$ cat src/rtl/fifo_port_pkg.sv
package fifo_port_pkg;

    typedef struct packed {
        logic rd_en;
        logic wr_en;
        logic conflict;
    } access_t;

    typedef struct packed {
        logic        rd_half;
        logic        wr_half;
        logic [15:0] wr_lo;
        logic        underflow;
        logic        overflow;
        logic        proto_err;
    } port_state_t;

endpackage

$ cat src/rtl/port_decode.sv
module port_decode
    import fifo_port_pkg::*;
#(
    parameter int              ADDR_W   = 5,
    parameter logic [ADDR_W-1:0] REG_ADDR = 5'h04
) (
    input  logic [ADDR_W-1:0] addr,
    input  logic [3:0]        be_n,
    input  logic              sel_n,
    input  logic              rd_n,
    input  logic              wr_n,
    input  logic              drd_n,
    input  logic              dwr_n,
    input  logic              half_mode,
    output access_t           acc
);

    logic be_ok;
    logic hit;
    logic direct;
    logic rd_req;
    logic wr_req;

    always_comb begin
        be_ok  = half_mode ? (be_n[1:0] == 2'b00) : (be_n == 4'b0000);
        hit    = !sel_n && (addr == REG_ADDR) && be_ok;
        direct = !drd_n || !dwr_n;
        // direct enables win over strobes; read wins over write
        rd_req = direct ? !drd_n : (hit && !rd_n);
        wr_req = direct ? !dwr_n : (hit && !wr_n);
        acc.rd_en    = rd_req;
        acc.wr_en    = wr_req && !rd_req;
        acc.conflict = direct && (!rd_n || !wr_n);
    end

endmodule

$ cat src/rtl/sync_fifo.sv
module sync_fifo #(
    parameter int W     = 32,
    parameter int DEPTH = 8
) (
    input  logic         clk,
    input  logic         rst_n,
    input  logic         push,
    input  logic [W-1:0] din,
    input  logic         pop,
    output logic [W-1:0] head,
    output logic         empty,
    output logic         full
);

    localparam int AW = (DEPTH > 1) ? $clog2(DEPTH) : 1;
    localparam int CW = $clog2(DEPTH + 1);

    typedef struct packed {
        logic [AW-1:0] wp;
        logic [AW-1:0] rp;
        logic [CW-1:0] cnt;
    } ptr_t;

    ptr_t        p_d, p_q;
    logic        do_push;
    logic        do_pop;
    logic [W-1:0] mem [DEPTH];

    always_comb begin
        empty   = (p_q.cnt == '0);
        full    = (p_q.cnt == CW'(DEPTH));
        do_push = push && !full;
        do_pop  = pop && !empty;
        p_d     = p_q;
        if (do_push) p_d.wp = (p_q.wp == AW'(DEPTH - 1)) ? '0 : p_q.wp + 1'b1;
        if (do_pop)  p_d.rp = (p_q.rp == AW'(DEPTH - 1)) ? '0 : p_q.rp + 1'b1;
        p_d.cnt = p_q.cnt + CW'(do_push) - CW'(do_pop);
        head    = mem[p_q.rp];
    end

    always_ff @(posedge clk or negedge rst_n) begin
        if (!rst_n) p_q <= '0;
        else        p_q <= p_d;
    end

    always_ff @(posedge clk) begin
        if (do_push) mem[p_q.wp] <= din;
    end

    // occupancy never exceeds the storage
    a_r5_count_bound: assert property (@(posedge clk) disable iff (!rst_n)
        p_q.cnt <= CW'(DEPTH));

    // a lone pop moves occupancy down by exactly one entry
    a_r3_one_step: assert property (@(posedge clk) disable iff (!rst_n)
        (do_pop && !do_push) |=> (p_q.cnt == $past(p_q.cnt) - CW'(1)));

endmodule

$ cat src/rtl/fifo_port_sync.sv
module fifo_port_sync
    import fifo_port_pkg::*;
#(
    parameter int                DEPTH    = 8,
    parameter int                ADDR_W   = 5,
    parameter logic [ADDR_W-1:0] REG_ADDR = 5'h04
) (
    input  logic              clk,
    input  logic              rst_n,
    input  logic [ADDR_W-1:0] addr,
    input  logic [3:0]        be_n,
    input  logic              sel_n,
    input  logic              rd_n,
    input  logic              wr_n,
    input  logic              drd_n,
    input  logic              dwr_n,
    input  logic              half_mode,
    input  logic [31:0]       dq_in,
    output logic [31:0]       dq_out,
    output logic [1:0]        dq_oe,
    output logic              rd_empty,
    output logic              wr_full,
    output logic              underflow,
    output logic              overflow,
    output logic              proto_err,
    input  logic              host_push,
    input  logic [31:0]       host_din,
    output logic              in_full,
    input  logic              host_pop,
    output logic [31:0]       host_dout,
    output logic              out_empty
);

    localparam int DW = 32;
    localparam int HW = DW / 2;

    access_t     acc;
    port_state_t s_d, s_q;
    logic          in_pop;
    logic          in_empty;
    logic [DW-1:0] in_head;
    logic          out_push;
    logic          out_full;
    logic [DW-1:0] out_din;

    port_decode #(.ADDR_W(ADDR_W), .REG_ADDR(REG_ADDR)) u_dec (
        .addr(addr), .be_n(be_n), .sel_n(sel_n), .rd_n(rd_n), .wr_n(wr_n),
        .drd_n(drd_n), .dwr_n(dwr_n), .half_mode(half_mode), .acc(acc)
    );

    sync_fifo #(.W(DW), .DEPTH(DEPTH)) u_in (
        .clk(clk), .rst_n(rst_n), .push(host_push), .din(host_din),
        .pop(in_pop), .head(in_head), .empty(in_empty), .full(in_full)
    );

    sync_fifo #(.W(DW), .DEPTH(DEPTH)) u_out (
        .clk(clk), .rst_n(rst_n), .push(out_push), .din(out_din),
        .pop(host_pop), .head(host_dout), .empty(out_empty), .full(out_full)
    );

    always_comb begin
        s_d           = s_q;
        in_pop        = 1'b0;
        out_push      = 1'b0;
        out_din       = dq_in;
        s_d.underflow = acc.rd_en && in_empty;
        s_d.overflow  = acc.wr_en && out_full;
        s_d.proto_err = acc.conflict;

        if (acc.rd_en && !in_empty) begin
            if (half_mode && !s_q.rd_half) begin
                s_d.rd_half = 1'b1;
            end else begin
                in_pop      = 1'b1;
                s_d.rd_half = 1'b0;
            end
        end

        if (acc.wr_en && !out_full) begin
            if (half_mode && !s_q.wr_half) begin
                s_d.wr_lo   = dq_in[HW-1:0];
                s_d.wr_half = 1'b1;
            end else begin
                out_push    = 1'b1;
                if (half_mode) out_din = {dq_in[HW-1:0], s_q.wr_lo};
                s_d.wr_half = 1'b0;
            end
        end

        if (half_mode)
            dq_out = {{HW{1'b0}}, s_q.rd_half ? in_head[DW-1:HW] : in_head[HW-1:0]};
        else
            dq_out = in_head;
        dq_oe     = {acc.rd_en && !half_mode, acc.rd_en};
        rd_empty  = in_empty;
        wr_full   = out_full;
        underflow = s_q.underflow;
        overflow  = s_q.overflow;
        proto_err = s_q.proto_err;
    end

    always_ff @(posedge clk or negedge rst_n) begin
        if (!rst_n) s_q <= '0;
        else        s_q <= s_d;
    end

    // no drive without an enabled read path
    a_r6_float: assert property (@(posedge clk) disable iff (!rst_n)
        (drd_n && (sel_n || rd_n)) |-> (dq_oe == 2'b00));

    // upper lanes never driven in 16-bit mode
    a_r10_upper_off: assert property (@(posedge clk) disable iff (!rst_n)
        half_mode |-> !dq_oe[1]);

    // an entry leaves only after its upper half was shown
    a_r10_pop_after_upper: assert property (@(posedge clk) disable iff (!rst_n)
        (in_pop && half_mode) |-> s_q.rd_half);

    // one edge never moves both FIFOs from the bus side
    a_r8_single_move: assert property (@(posedge clk) disable iff (!rst_n)
        !(in_pop && out_push));

    // an empty inbound FIFO stays empty without a host push
    a_r9_no_underrun: assert property (@(posedge clk) disable iff (!rst_n)
        (in_empty && !host_push) |=> rd_empty);

    // a full outbound FIFO stays full without a host pop
    a_r9_no_overrun: assert property (@(posedge clk) disable iff (!rst_n)
        (out_full && !host_pop) |=> wr_full);

endmodule

$ cat config.mk
export PLATFORM = sky130hd
export DESIGN_NAME = fifo_port_sync
export DESIGN_NICKNAME = d
export VERILOG_FILES = /design/src/rtl/fifo_port_pkg.sv /design/src/rtl/port_decode.sv /design/src/rtl/sync_fifo.sv /design/src/rtl/fifo_port_sync.sv
export SDC_FILE = /design/constraint.sdc
export NUM_CORES = 1
export LEC_CHECK = 0
export BUFFER_PORTS_ARGS = -buffer_cell sky130_fd_sc_hd__buf_2
export CAP_MARGIN = 20
export CORE_MARGIN = 4
export CORE_UTILIZATION = 50
export CTS_CLUSTER_SIZE = 28
export DETAILED_ROUTE_END_ITERATION = 16
export PLACE_DENSITY = 0.68
export SLEW_MARGIN = 20
export SYNTH_ARGS = -nofsm -noshare
export SYNTH_HDL_FRONTEND = slang
export SYNTH_SLANG_ARGS = --single-unit
$ cat constraint.sdc
create_clock -name clk -period 14.55 [get_ports clk]
set_input_delay 3.6375 -clock clk [delete_from_list [all_inputs] [get_ports clk]]
set_output_delay 3.6375 -clock clk [all_outputs]
set_load 0.005 [all_outputs]
# After elaboration in Yosys (flattened, before gate mapping)
# Memories as Yosys holds them, arrays and structs flattened.
# Index checks and enable logic that the tools add are counted.
totals:
  register_bits: 41
  mem_bits_rw: 512
  input_bits: 83
  out_inout_bits: 73
  elab_cells: 88
  memories: 2
classes:
  n_addsub: 8
  eq_ne: 7
  muxes: 22
  reduce_logical: 37
mem_list:
  columns: ["name", "depth", "width", "read_ports", "rd_ports_with_merged_regs", "wr", "line_no", "text"]
  rows:
  - ["u_in.mem", 8, 32, 1, 0, 1, "sync_fifo.sv:27", "logic [W-1:0] mem [DEPTH];"]
  - ["u_out.mem", 8, 32, 1, 0, 1, "sync_fifo.sv:27", null]
ops:
  columns: ["operator", "count"]
  rows:
  - ["$mux W32", 4]
  - ["$logic_and A1 B1 Y1", 17]
  - ["$mux W16", 1]
  - ["$logic_not A1 Y1", 13]
  - ["$mux W1", 13]
  - ["$add A3 B1 Y3 const B", 4]
  - ["$eq A3 B3 Y1 const B", 4]
  - ["$logic_not A4 Y1", 3]
  - ["$mux W3", 4]
  - ["$add A4 B1 Y4", 2]
  - ["$eq A4 B4 Y1 const B", 2]
  - ["$sub A4 B1 Y4", 2]
  - ["$eq A5 B3 Y1 const B", 1]
  - ["$logic_not A2 Y1", 1]
  - ["$logic_or A1 B1 Y1", 2]
  - ["$reduce_and A2 Y1", 1]

# Longest topological paths before layout
depth:
  depth_word: 12
  ltp_mapped: 12
  ltp_nobuf: 12

# Cells and area by module
# Synthesis repeated with hierarchy kept, for this count alone.
hier_totals:
  cells_unflattened: 992
  hier_area_um2: 22087.4
modules_own_cells:
  columns: ["mod", "instances", "cells_each", "area_per_inst_um2"]
  rows:
  - ["sync_fifo at u_in", 1, 429, 10248.6]
  - ["sync_fifo at u_out", 1, 429, 10236.1]
  - ["fifo_port_sync", 1, 123, 1526.5]
  - ["port_decode", 1, 11, 76.3]

# Worst setup path before layout
# OpenSTA, ideal clock, no wires.
synth_timing:
  path_type: "input to register"
  from: "in addr[3]"
  to: "mem u_out.mem[0][0], enable pin"
  arrival_time_ns: 7.918
  required_ns: 14.048
  slack_ns: 6.130
  path_stages: 4
  cell_sequence: "or4b_4 > nor4_1 > o21ai_1 > nor4_1"
synth_via:
  elab_chain_len: 12
  word_cells_on_any_way: 14
  classes_between: "eq/ne (1); mux (5); reduce/logical (8)"
synth_rtl:
  columns: ["item", "line_no", "text"]
  rows:
  - ["start: declaration", "fifo_port_sync.sv:10", "input logic [ADDR_W-1:0] addr,"]
  - ["$eq A5 B3 Y1 (*)", "port_decode.sv:26", "hit = !sel_n && (addr == REG_ADDR) && be_ok;"]
  - ["$logic_and A1 B1 Y1 (*) (2 in series)", "port_decode.sv:26", null]
  - ["$logic_and A1 B1 Y1", "port_decode.sv:29", "rd_req = direct ? !drd_n : (hit && !rd_n);"]
  - ["$mux W1", "port_decode.sv:29", null]
  - ["$logic_not A1 Y1", "port_decode.sv:32", "acc.wr_en = wr_req && !rd_req;"]
  - ["$logic_and A1 B1 Y1 (*)", "port_decode.sv:32", null]
  - ["$logic_and A1 B1 Y1 (*)", "fifo_port_sync.sv:79", "if (acc.wr_en && !out_full) begin"]
  - ["$mux W1 (*)", "fifo_port_sync.sv:79", null]
  - ["$logic_and A1 B1 Y1 (*)", "sync_fifo.sv:32", "do_push = push && !full;"]
  - ["$mux W1 (*)", "sync_fifo.sv:47", "if (do_push) mem[p_q.wp] <= din;"]
  - ["$mux W1 (not written as such) (*)", "sync_fifo.sv:47", null]
  - ["end: declaration", "sync_fifo.sv:27", null]
# Every way passes the cells marked *; elsewhere a longest branch is shown, timed or not.

# Worst setup path after layout
layout_timing:
  from: "in half_mode"
  to: "out dq_out[9]"
layout_via:
  elab_chain_len: 1
layout_rtl:
  columns: ["item", "line_no", "text"]
  rows:
  - ["start: declaration", "fifo_port_sync.sv:17", "input logic half_mode,"]
  - ["$mux W32", "fifo_port_sync.sv:90", "if (half_mode)"]
  - ["end: declaration", "fifo_port_sync.sv:19", "output logic [31:0] dq_out,"]
# No other way between the ends.

==> run_results.csv <==
group,metric,value,unit
run_status,status,"finished clean",
timing,period_minus_slack,9.08,ns
finish,stdcell_area,25400,sq um
timing,maxSlewViolCount,0,
floorplanning,start_util,50.8,%
place,dp.cells,1739,
place,pre_cts_slack,5.48,ns
floorplanning,die_w,218,microns
synthesis,yosys_warnings,0,
detailed_routing,wl_per_cell,24.0,microns
floorplanning,fp.dieH,218,microns
clock_tree,clk_pin_slew_worst_paths,0.06,ns
detailed_routing,route.detailed.drc,0,
detailed_routing,drt_iter0_drc,822,
clock_tree,cts_setup_buffers,0,
timing,rsz0062_at_grt,"no",
place,hpwl,24.7,mm
finish,fin_cells,1842,
detailed_routing,dr.pass1.iters,5,
global_routing,grt_max_degree,67,
worst_setup_path,cpMaxStageDelayCell,"nand2_1",
clock_tree,clkLatencyLatePin,0.60,ns
worst_setup_path,worst_setup_path_start_kind,"primary input",
worst_hold_path,holdPathEnd,"s_q[15]",
floorplanning,fp-row-count,76,
worst_hold_path,min_path_cells,1,
worst_setup_path,r2r-start,"u_in.p_q[2]",
finish,final_layout_size_suffix_gt1_share,41.0,%
power,power_frac_comb,27.3,%
worst_setup_path,crit_chain,"buf_2 -> nand2_1 -> o21ai_0 -> buf_2",
power,peakVddDrop,0.000144,V
timing,setup_viol,0,
timing,tightest_slew,1.03,ns
timing,hold_viol,0,
power,p_sw,1.37,mW
place,port_buffers,155,
synthesis,syn-num-nets,1127,
worst_setup_path,crit_arrival,5.44,ns
power,clkPwrFrac,29.1,%
place,place_area,23500,sq um
synthesis,syn_area_per_cell,21.5,sq um
finish,utilization,58.6,%
floorplanning,num_io_pins,156,
timing,setup_ws,5.47,ns
worst_setup_path,required,10.91,ns
synthesis,syn_area,22000,sq um
detailed_routing,routed_wl,44.3,mm
clock_tree,cts_tree,"yes",
worst_setup_path,cp_top_family,"simple AND/OR/NAND/NOR gates",
global_routing,antenna_found_initial,8,
worst_setup_path,critPathCaptureType,"primary output",
power,p_sw_share,28.3,%
detailed_routing,postRouteAntennaNets,0,
power,p_int,3.46,mW
clock_tree,cts_hold_buffers,0,
timing,skew,0.0225,ns
clock_tree,h-tree-depth,2,
synthesis,synth_cell_type_count,42,
clock_tree,cts_resized,0,
synthesis,synthCells,1022,
power,seqPwrFrac,43.5,%
timing,setup_tns,0,ns
timing,max_slew_margin,31.4,%
detailed_routing,avgViaCountPerCell,5.61,
worst_setup_path,cp_common_cell,"buf_2",
worst_setup_path,rr_worst_depth,8,
place,gp_routability_congestion,0.745,
global_routing,grt_pass1_wl,67.3,mm
detailed_routing,vias,10300,
global_routing,track_usage,18.9,%
power,p_leak,8.67,nW
worst_setup_path,critPathKind,"primary input to primary output",
worst_setup_path,cp_max_fo,32,
worst_hold_path,hold_class,"flop to flop",
global_routing,grt.overflow.total,0,
worst_setup_path,rrSetupSlack,11.80,ns
global_routing,grt_pass1_vias,11000,
timing,period_share,62.4,%
finish,nets,1316,
clock_tree,numCtsBuffers,55,
worst_setup_path,crit_buf_inv,2,
floorplanning,dieArea,47300,sq um
synthesis,synth.ff_latch_count,553,
clock_tree,cts.path.max_buffers,3,
worst_setup_path,slowest_delay,0.73,ns
worst_setup_path,r2r_end,"u_in.mem[5][19]",
power,power_density,191,nW/um^2
timing,fmax,110,MHz
clock_tree,cts_sinks,553,
run,drv_cap,0,
worst_hold_path,worstHoldStart,"s_q[15]",
finish,area_growth_syn_to_layout,15.5,%
synthesis,ys_seq_area_share,74.7,%
clock_tree,cts_root_buf,"clkbuf_16",
floorplanning,core,43300,sq um
==> routing by layer <==
layer  GRT usage (%)  vias to the layer above  part of all wire, %
met5               0                        -                 0.16
met1            24.7                     5451                   40
met4            3.94                       10                  1.5
li1                -                     4565                    -
met3            4.32                       57                  5.7
met2            33.0                      257                   52
==> cell usage in the layout, fill, tap and decap left out, drive strengths merged, types with 2 or more instances in the layout <==
cell      n
nor2b     7
or4       2
mux2    106
nor4      2
inv      23
nand2b   10
nand2    28
edfxtp  512
nor2     30
nor3b     2
mux4    128
clkbuf   78
dfrtp    41
a21o      3
mux2i    16
ha       20
nor3      6
bufinv    5
a21oi     6
o21ai    20
fa        2
buf     178
xor2      3
clkinv   16
==> how the worst max path moves through the flow <==
stage,to,startpoint,depth (start not counted)
2_1_floorplan,u_out.mem[0][0],addr[3],4
3_3_place_gp,dq_out[6],half_mode,4
3_5_place_dp,dq_out[6],half_mode,4
4_1_cts,dq_out[6],half_mode,4
5_1_grt,dq_out[2],half_mode,4
6_report,dq_out[9],half_mode,4
==> metrics by stage <==
stage                     hold WS (ns)  total power, mW
after CTS                        0.506             4.91
after global placement           0.484             3.47
after detailed placement         0.493             3.50
after floorplan                  0.473             3.01
after global routing             0.516             5.09
final                            0.505             4.83
==> final cells by class <==
class                           count  area, sq um
Multi-Input combinational cell    403         5370
Clock buffer                       78         1540
Fill cell                        3168        17900
Clock inverter                     24          282
Antenna cell                        1         2.50
Inverter                           20         75.1
Tap cell                          585          732
Sequential cell                   553        16400
Timing Repair Buffer              178          948
==> cell usage after synthesis <==
cell,instances,area share (%)
or3b_2,1,0.040
xor2_1,3,0.12
o211ai_1,1,0.034
nor2b_1,7,0.20
and3_1,1,0.029
or4b_4,1,0.063
a211oi_1,1,0.034
or4_4,2,0.10
nand3_1,1,0.023
clkbuf_1,23,0.39
nand3b_1,1,0.034
inv_1,20,0.34
buf_2,5,0.11
nor2_1,30,0.51
xnor2_1,1,0.040
buf_4,1,0.034
a21oi_1,4,0.091
o21ai_0,19,0.43
ha_1,20,1.1
mux4_2,128,13
nor3b_1,2,0.068
mux2_4,9,0.62
nor3_1,6,0.14
o21ai_1,1,0.023
a21oi_4,2,0.15
mux2_2,95,4.9
o21ba_2,1,0.046
buf_1,13,0.22
edfxtp_1,512,70
dfrtp_1,41,4.7
buf_6,3,0.15
mux2i_1,16,0.73
mux2_1,2,0.10
fa_1,2,0.18
nand2_1,28,0.48
nor4_1,2,0.057
o41a_1,1,0.051
o31ai_1,1,0.034
a21o_1,3,0.10
a22oi_1,1,0.034
nand2b_1,10,0.28
buf_12,1,0.091
==> power groups by stage <==
stage / combinational [mW] / sequential, mW / clock (mW)
after global placement: 1.34 / 2.13 / 0
after floorplan: 0.976 / 2.03 / 0
final: 1.32 / 2.10 / 1.41
after detailed placement: 1.35 / 2.15 / 0
after CTS: 1.36 / 2.11 / 1.44
after global routing: 1.44 / 2.14 / 1.51
==> state kept, by name (all words and copies together), names as in the netlist <==
register   count
s_q           18
u_out.mem    256
overflow       1
u_out.p_q     10
u_in.mem     256
u_in.p_q      10
proto_err      1
underflow      1
==> kinds of logic after synthesis <==
group                    Yosys count  share of synthesized area [%]
adder cells (fa/ha/maj)           22                           1.32
buffers and inverters             66                           1.35
AND/OR/NAND/NOR                   92                           2.03
XOR/XNOR                           4                          0.160
multiplexers                     250                           19.4
flip-flops                       553                           74.7
AO/OA/AOI/OAI                     35                           1.03
No activity file was read; power rests on OpenSTA's default activity.
